<file path="config.mk">
export PLATFORM = sky130hd
export DESIGN_NAME = chg_ctl_arbiter
export DESIGN_NICKNAME = d
export VERILOG_FILES = /design/src/rtl/chg_ctl_arbiter.sv
export SDC_FILE = /design/constraint.sdc
export NUM_CORES = 1
export LEC_CHECK = 0
export BUFFER_PORTS_ARGS = -buffer_cell sky130_fd_sc_hd__buf_2
export CAP_MARGIN = 25
export CORE_MARGIN = 10
export CORE_UTILIZATION = 35
export CTS_BUF_LIST = sky130_fd_sc_hd__clkbuf_2 sky130_fd_sc_hd__clkbuf_4 sky130_fd_sc_hd__clkbuf_8
export CTS_CLUSTER_SIZE = 20
export DETAILED_ROUTE_END_ITERATION = 8
export PLACE_DENSITY = 0.56
export SKIP_LAST_GASP = 1
export SLEW_MARGIN = 5
export SYNTH_ARGS = -nofsm -noshare
export SYNTH_HDL_FRONTEND = slang
export SYNTH_SLANG_ARGS = --single-unit
</file>
<file path="constraint.sdc">
create_clock -name clk -period 1.4 [get_ports clk]
set_input_delay 0.07 -clock clk [delete_from_list [all_inputs] [get_ports clk]]
set_output_delay 0.07 -clock clk [all_outputs]
set_load 0.005 [all_outputs]
</file>
<file path="src/rtl/chg_ctl_arbiter.sv">
module chg_ctl_arbiter #(
  parameter int SYNC_STAGES = 2,
  parameter int LIM_W       = 3,
  parameter int LIM_PIN_LO  = 0,
  parameter int LIM_PIN_HI  = 3,
  parameter int LIM_MAX     = 5
) (
  input  logic             clk,
  input  logic             rst_n,
  input  logic             vin_ok,
  input  logic             pin_lim,
  input  logic             pin_off,
  input  logic             pin_chg,
  input  logic             wr_lim,
  input  logic [LIM_W-1:0] wr_lim_code,
  input  logic             wr_off,
  input  logic             wr_off_val,
  input  logic             wr_chg,
  input  logic             wr_chg_val,
  output logic [LIM_W-1:0] lim_code,
  output logic             ldo_chg_off,
  output logic             chg_en
);
  localparam int TOP = SYNC_STAGES - 1;
  localparam logic [LIM_W-1:0] CODE_LO  = LIM_W'(LIM_PIN_LO);
  localparam logic [LIM_W-1:0] CODE_HI  = LIM_W'(LIM_PIN_HI);
  localparam logic [LIM_W-1:0] CODE_MAX = LIM_W'(LIM_MAX);

  logic [TOP:0] vin_sq, lim_sq, off_sq, chg_sq;
  logic vin_prev, vin_evt;
  logic own_lim, own_off, own_chg;
  logic [LIM_W-1:0] lim_reg;
  logic off_reg, chg_reg;

  always_ff @(posedge clk or negedge rst_n) begin
    if (!rst_n) begin
      vin_sq   <= '0;
      lim_sq   <= '0;
      off_sq   <= '0;
      chg_sq   <= '0;
      vin_prev <= 1'b0;
    end else begin
      vin_sq   <= {vin_sq[TOP-1:0], vin_ok};
      lim_sq   <= {lim_sq[TOP-1:0], pin_lim};
      off_sq   <= {off_sq[TOP-1:0], pin_off};
      chg_sq   <= {chg_sq[TOP-1:0], pin_chg};
      vin_prev <= vin_sq[TOP];
    end
  end

  assign vin_evt = vin_sq[TOP] ^ vin_prev;

  always_ff @(posedge clk or negedge rst_n) begin
    if (!rst_n) begin
      own_lim <= 1'b0;
      own_off <= 1'b0;
      own_chg <= 1'b0;
      lim_reg <= '0;
      off_reg <= 1'b0;
      chg_reg <= 1'b0;
    end else if (vin_evt) begin
      own_lim <= 1'b0;
      own_off <= 1'b0;
      own_chg <= 1'b0;
    end else begin
      if (wr_lim) begin
        own_lim <= 1'b1;
        lim_reg <= (wr_lim_code > CODE_MAX) ? CODE_MAX : wr_lim_code;
      end
      if (wr_off) begin
        own_off <= 1'b1;
        off_reg <= wr_off_val;
      end
      if (wr_chg) begin
        own_chg <= 1'b1;
        chg_reg <= wr_chg_val;
      end
    end
  end

  assign lim_code    = own_lim ? lim_reg : (lim_sq[TOP] ? CODE_HI : CODE_LO);
  assign ldo_chg_off = own_off ? off_reg : off_sq[TOP];
  assign chg_en      = own_chg ? chg_reg : chg_sq[TOP];
endmodule


</file>
==> results of run 1 <==
-- worst max-delay path: cells and delay by family (launching register included) --
family	cells	cell delay (ns)
xor gates and xnor gates	1	0.35
DFF	1	0.40
muxes	1	0.32
and+or+nand+nor	1	0.12
-- cell type report --
type	instances	area (um^2)	share of cell area
repair buffers	25	160	0.197
multi-input cells	23	178	0.218
well taps	16	20.0	0.0246
flip-flops and latches	17	425	0.523
clock buffers	4	30.0	0.0369
-- what timing repair did --
action	4_1_cts	5_1_grt
resized for setup	0	0
hold buffers	5	2
setup buffers	0	0
endpoints found under the hold margin	21	2
-- power by group --
| group | total, mW | switching [mW] | leakage (nW) | internal [mW] |
|---|---|---|---|---|
| logic | 0.146 | 0.0558 | 0.182 | 0.0906 |
| registers | 0.566 | 0.0258 | 0.201 | 0.540 |
| clock network | 0.263 | 0.133 | 0.0184 | 0.130 |
| total | 0.975 | 0.215 | 0.401 | 0.760 |
-- cells by family after synthesis --
| kind of cell | count (synthesis) | synth area share |
|---|---|---|
| and+or+nand+nor | 10 | 0.0789 |
| xor gates and xnor gates | 1 | 0.0270 |
| AOI/OAI and AO/OA | 6 | 0.0643 |
| muxes | 6 | 0.124 |
| DFF | 17 | 0.705 |
-- metal layers --
metal	vias up	global-route usage	wire length (um)
li1	192	-	-
met1	180	0.0624	435
met2	10	0.108	511
met3	0	0.0514	88
met4	0	0.00955	0
met5	-	0	0
-- path summary, 6_finish.rpt --
kind,start,end,slack (ns),depth (start not counted)
worst max-delay path,vin_prev,lim_reg[1],0.11,3
worst min-delay path,wr_chg_val,chg_reg,0.02,2
worst max register to register,vin_prev,lim_reg[1],0.11,3
worst min register to register,vin_sq[0],vin_sq[1],0.35,0
max in group asynchronous,rst_n,lim_sq[1],0.91,2
min in group asynchronous,rst_n,off_reg,0.23,2
-- cells in the final DEF (no fill, tap or decap), drive strengths merged --
| cell | netlist | layout |
|---|---|---|
| nand2 | 7 | 7 |
| and2 | 1 | 1 |
| nand2b | 1 | 1 |
| clkbuf | 0 | 4 |
| dfrtp | 17 | 17 |
| a31oi | 1 | 1 |
| buf | 0 | 18 |
| xnor2 | 1 | 1 |
| mux2 | 6 | 6 |
| a21oi | 2 | 2 |
| nor2b | 1 | 1 |
| o21a | 3 | 3 |
| dlygate4sd3 | 0 | 7 |
==> impl_results.md, run 1 <==
- Status: complete, no violations
- Fin Clk Skew: 0.00384 ns
- Final nets: 84
- Number of diodes: 0
- Syn Nets: 54
- Number of flip-flops under the largest register name: 3
- Post-layout util: 0.522
- Relative slew slack: 0.748
- Setup-failing EPs final: 0
- CTS Buf Count: 3
- PD cells: around 1200 mW/mm^2
- Post-route DRC: 0
- Vias: ~380
- Fin. max-slew vios: 0
- GRT Resource Usage Total: 0.0645
- Seq/Total Area, Yosys: 0.705
- DIE AREA: between 0.003 and 0.004 mm^2
- CTS root buf: clkbuf_4
- Vias in the first global route: ~430
- Crit path setup slack, layout: 0.106 ns
- Synth top area cells: dfrtp_1, mux2_4, mux2_1
- CTS tree: built
- Finished Cell Area: slightly above 800 um^2
- Kind of critical path: reg -> reg
- Fmax: ~770 MHz
- Area grow syn2layout: 34.9%
- 1st-pass router iterations: 2
- Most frequent cell after synthesis: dfrtp_1
- DRT iter0 DRCs: 1
- Vias per cell: approximately 4.5
- Synth area leader: dfrtp_1
- Worst-path maximum fanout: 8
- CP cell instances: xnor2_2 -> nand2_2 -> mux2_1
- Routed WL per cell: approximately 12 um
- Crit. End Element: register
- Distinct cells, synth: 13
- Initial antenna violation count: 0
- Port bufs: 18
- Ys flop type: dfrtp_1
- Synth warnings: 0
- #FFs+latches synth: 17
- Std cell rows: 14
- Clock transition at path regs: 0.09 ns
- Number of synthesized flops with an enable pin: 0
- Critical path data arrival time: approximately 1.5 ns
- CP max-delay cell: dfrtp_1
- Critical Path RT: about 1.6 ns
- Clock sink total: 17
- Core Box Area: roughly 0.0016 mm^2
- VDD IR max: approximately 0.80 mV
- Post-Syn Area per Cell: ~15 um^2
- Worst-Margin Slew: ~0.38 ns
- Setup TNS: 0 ns
- Starting Density: 0.387
- CP max stage delay: ~0.40 ns
- Unrepaired setup endpoints after global routing: no
- Fin. Hold Viols: 0
- P_leak: about 0.4 nW
- RD Place Congestion: between 0.7 and 0.8
- Final WL: approximately 1.0 mm
- Startpoint Class: register
- Final worst path period need: around 1.3 ns
- Clock Latency Late Sink: ~0.28 ns
- Post-synth top cells: dfrtp_1, nand2_1, o21a_1
- Period utilisation layout: 0.924
- Layout cells sized above 1: 0.406
- Mapped Area: between 600 and 700 um^2
- H-tree depth: 1
- Asr flop ratio synth: 1.00
- Num ports: 19
- Die Wd: 61.5 um
- Dpl cell area: between 700 and 800 um^2
- Global-route wire length before repair: between 1.5 and 2 mm
- DRT antenna net count: 0
- Setup WS pre-CTS: between 0.1 and 0.15 ns
- Overflow left after global routing: 0
- Height of the die: 61.5 um
- Max-Cap Viols: 0
- Fillers: 146
- Fin cells: 85
- Pwr Total: 0.975 mW
- Min-Delay Path Class: in -> reg
- Hold Worst Slack: 0.0153 ns
- Largest net degree at the start of global routing: 18
- Clk buf depth: 2
- Post-Place Cells: 74
- Post-Synthesis Cells: 40
- Top cell type's share of synthesized area: 0.705
No activity file was read; power rests on OpenSTA's default activity.
==> run 2, diff against run 1 <==
HOLD_SLACK_MARGIN = 0.1   (was unset)
==> impl_results.md, run 2 (synthesized netlist as in run 1, its figures left out) <==
- PostCTS Resize Cnt: 0
- Overflow left after global routing: 0
- Setup-failing EPs final: 0
- Crit. End Element: register
- Post-route DRC: 0
- PD cells: around 1100 mW/mm^2
- H-tree depth: 1
- CP max stage delay: 0.40 ns
- Highest-count cells in the layout ignoring fill and taps: buf_2, dfrtp_1, dlygate4sd3_1
- Unrepaired setup endpoints after global routing: no
- CTS root buf: clkbuf_4
- Clock transition at path regs: 0.09 ns
- Fin. Hold Viols: 0
- Initial antenna violation count: 0
- Hold Worst Slack: roughly 0.13 ns
- Core Box Area: ~0.0016 mm^2
- Post-Place Cells: 74
- Vias: 402
- Largest net degree at the start of global routing: 18
- Status: complete, no violations
- VDD IR max: between 0.7 and 0.8 mV
- Worst Setup SP: vin_prev
- Final nets: 89
- Crit-path leading delay family: flip-flops
- Clock Latency Late Sink: 0.28 ns
- WP buf/inv: 0
- CTS Buf Count: 3
- Port bufs: 18
- Pwr Total: between 0.9 and 1 mW
- Fin Clk Skew: ~0.0034 ns
- Finished Cell Area: approximately 860 um^2
- DIE AREA: between 0.003 and 0.004 mm^2
- Fillers: around 140
- Final WL: 1.14 mm
- P_leak: around 0.42 nW
- Number of flip-flops under the largest register name: 3
- Startpoint Class: register
- GRT Resource Usage Total: 0.0708
- DRT antenna net count: 0
- Setup bufs post-CTS: 0
- Beginning of the worst hold path: wr_lim_code[1]
- Period utilisation layout: 0.925
- Setup WS pre-CTS: just over 0.1 ns
- Clock sink total: 17
- Vias per cell: 4.47
- Fmax: ~770 MHz
- Post-CTS Hold Buffers: 12
- Max-Cap Viols: 0
- 1st-pass router iterations: 3
- Global-route wire length before repair: slightly below 2 mm
- Min-Delay Path Class: in -> reg
- Routed WL per cell: approximately 13 um
- RD Place Congestion: 0.706
- Clk buf depth: 2
- CP max-delay cell: dfrtp_1
- CP cell instances: xnor2_2 -> nand2_2 -> mux2_1
- Crit path setup slack, layout: roughly 0.10 ns
- Std cell rows: 14
- Num ports: 19
- Starting Density: 0.387
- Critical Path RT: approximately 1.6 ns
- Critical path data arrival time: around 1.5 ns
- Worst-Margin Slew: 0.375 ns
- Fin cells: 90
- Commonest non-fill, non-tap cell in the layout: buf_2
- CTS tree: built
- Worst-path maximum fanout: 8
- Relative slew slack: 0.749
- Reg2reg start: vin_prev
- Setup TNS: 0 ns
- Layout cells sized above 1: 0.378
- Dpl cell area: between 700 and 800 um^2
- Height of the die: 61.5 um
- Fin. max-slew vios: 0
- Number of diodes: 0
- Vias in the first global route: ~470
- Post-layout util: 0.554
- Area grow syn2layout: 43.2%
- Die Wd: roughly 62 um
- Final worst path period need: between 1 and 1.5 ns
- DRT iter0 DRCs: 1
- Kind of critical path: reg -> reg
-- run 2: changes by cell type in the layout (fill, tap and decap cells not counted) --
cell / before / now
dlygate4sd3_1: 7 / 12
-- run 2: worst register-to-register path, stage by stage (launching register included) --
cell and delay [ns]:
dfrtp_1 0.40, xnor2_2 0.35, nand2_2 0.12, mux2_1 0.32
-- run 2: path summary, 6_finish.rpt --
kind / to / slack [ns] / cells after the start
max: lim_reg[1] / 0.10 / 3
min in group asynchronous: off_reg / 0.23 / 2
min: lim_reg[1] / 0.13 / 3
max in group asynchronous: vin_sq[1] / 0.91 / 2
min reg2reg: vin_sq[1] / 0.35 / 0
max reg2reg: lim_reg[1] / 0.10 / 3
-- run 2: power by group --
| group | total [mW] | switching [mW] | internal (mW) |
|---|---|---|---|
| logic | 0.158 | 0.0585 | 0.0997 |
| registers | 0.566 | 0.0262 | 0.540 |
| clock network | 0.266 | 0.136 | 0.130 |
| total | 0.990 | 0.220 | 0.770 |
-- run 2: final cells by class --
class | instances | area [um^2] | area share
multi-input combinational | 23 | 178 | 0.206
timing repair buffer | 30 | 210 | 0.243
sequential | 17 | 425 | 0.493
tap | 16 | 20.0 | 0.0232
clock buffer | 4 | 30.0 | 0.0348
-- run 2: per-layer routing --
layer | part of all wire | track usage | vias up | routed length, um
met1 | 0.41 | 0.0683 | 184 | 471
met5 | 0 | 0 | - | 0
li1 | - | - | 203 | -
met3 | 0.068 | 0.0494 | 2 | 78
met2 | 0.51 | 0.122 | 13 | 580
met4 | 0.010 | 0.0159 | 0 | 12
==> run 3, diff against run 2 <==
clock period = 1.5 ns   (was 1.4 ns; I/O delays follow)
==> impl_results.md, run 3 (synthesized netlist as in run 1, its figures left out) <==
- Status: complete, no violations
- Logic pwr share: 0.160
- Setup-failing EPs final: 0
- Starting Density: 0.387
- Unrepaired setup endpoints after global routing: no
- Crit. End Element: register
- PD cells: 1070 mW/mm^2
- Vias per cell: around 4.4
- Clock Latency Late Sink: slightly below 0.3 ns
- DRT antenna net count: 0
- Clock sink total: 17
- Core Box Area: ~0.0016 mm^2
- Port bufs: 18
- Setup bufs post-CTS: 0
- Clock transition at path regs: about 0.10 ns
- Vias: 400
- Final nets: 89
- Period utilisation layout: 0.858
- Crit path setup slack, layout: roughly 0.21 ns
- Setup TNS: 0 ns
- Largest net degree at the start of global routing: 18
- Initial antenna violation count: 0
- Std cell rows: 14
- Sequential share of power: 0.571
- Final worst path period need: roughly 1.3 ns
- Post-layout util: 0.554
- Worst Setup SP: vin_prev
- P_leak: 0.418 nW
- Post-route DRC: 0
- Number of diodes: 0
- Num ports: 19
- P_int: around 0.7 mW
- Setup WS pre-CTS: ~0.21 ns
- CP endpoint: off_reg
- Critical Path RT: 1.68 ns
- Vias in the first global route: approximately 450
- Fin. Hold Viols: 0
- Relative slew slack: 0.749
- 1st-pass router iterations: 2
- Kind of critical path: reg -> reg
- VDD IR max: roughly 0.73 mV
- Clk buf depth: 2
- Switching share of total power: 0.245
- Highest-count cells in the layout ignoring fill and taps: buf_2, dfrtp_1, dlygate4sd3_1
- Min-Delay Path Class: in -> reg
- Die Wd: 61.5 um
- Overflow left after global routing: 0
- RD Place Congestion: roughly 0.7
- Reg2reg start: vin_prev
- Pwr Total: approximately 0.92 mW
- DIE AREA: 0.00378 mm^2
- Routed WL per cell: 12.8 um
- Fillers: 134
- CTS tree: built
- Fmax: 777 MHz
- Startpoint Class: register
- R2r setup slk: ~0.21 ns
- Global-route wire length before repair: 1.91 mm
- Worst-path maximum fanout: 8
- Area grow syn2layout: 43.2%
- Height of the die: approximately 60 um
- Fin. max-slew vios: 0
- GRT Resource Usage Total: 0.0686
- Reg2reg end: off_reg
- Critical path data arrival time: 1.47 ns
- Final WL: about 1.2 mm
- Depth of the most critical reg-to-reg path: 3
- CTS root buf: clkbuf_4
- Commonest non-fill, non-tap cell in the layout: buf_2
- Worst-Margin Slew: around 0.38 ns
- Layout cells sized above 1: 0.378
- Max-Cap Viols: 0
- CTS Buf Count: 3
- DRT iter0 DRCs: 6
- Hpwl dp: between 800 and 900 um
- Clock power share: 0.270
- Fin Clk Skew: 0.00675 ns
- Switching Power: 0.227 mW
- H-tree depth: 1
- Number of flip-flops under the largest register name: 3
[run 3: cell count changes in the layout (fill, tap and decap cells not counted), sizes merged]
cell | previous run | this run
clkinvlp | 0 | 1
clkbuf | 4 | 3
[run 3: cell type report]
cell class | count | area [um^2] | area share
Multi-Input combinational cell | 23 | 178 | 0.206
Tap cell | 16 | 20.0 | 0.0232
Timing Repair Buffer | 30 | 210 | 0.243
Sequential cell | 17 | 425 | 0.493
Clock buffer | 3 | 22.5 | 0.0261
Clock inverter | 1 | 7.51 | 0.00870
[run 3: routing by layer]
layer	GRT usage	share of wire	vias to the layer above
li1	-	-	203
met5	0	0	-
met4	0.0191	0	0
met3	0.0432	0.068	0
met2	0.120	0.53	11
met1	0.0656	0.41	186
[run 3: metrics by stage]
stage | instances | hold slack, ns | area, um^2
global placement | 74 | 0.0126 | 713
CTS | 90 | 0.122 | 863
global route | 90 | 0.117 | 863
floorplan | 40 | -0.221 | 603
detailed placement | 74 | 0.0127 | 713
finish | 90 | 0.125 | 863
[run 3: repair_timing]
item                      4_1_cts  5_1_grt
gates resized for setup         0        0
hold buffers                   12        0
hold endpoints to repair       28        0
[run 3: worst min path at each step]
stage	from	endpoint	slack (ns)	cells after the start
after floorplan	rst_n	chg_reg	-0.22	0
after global placement	rst_n	off_reg	0.01	1
after detailed placement	rst_n	off_reg	0.01	1
after CTS	wr_lim_code[1]	lim_reg[0]	0.12	3
after global routing	wr_lim_code[1]	lim_reg[0]	0.12	3
final	wr_lim_code[1]	lim_reg[0]	0.12	3
[run 3: worst max-delay path, cell delays in order, from the launching register on]
cell	delay, ns
dfrtp_1	0.41
xnor2_2	0.34
nand2_1	0.12
mux2_4	0.30
[run 3: power groups by stage]
stage          sequential, mW  combinational [mW]  clock [mW]
2_1_floorplan           0.530              0.0726           0
3_3_place_gp            0.538               0.125           0
3_5_place_dp            0.537               0.126           0
4_1_cts                 0.528               0.150       0.260
5_1_grt                 0.534               0.165       0.282
6_report                0.528               0.148       0.249
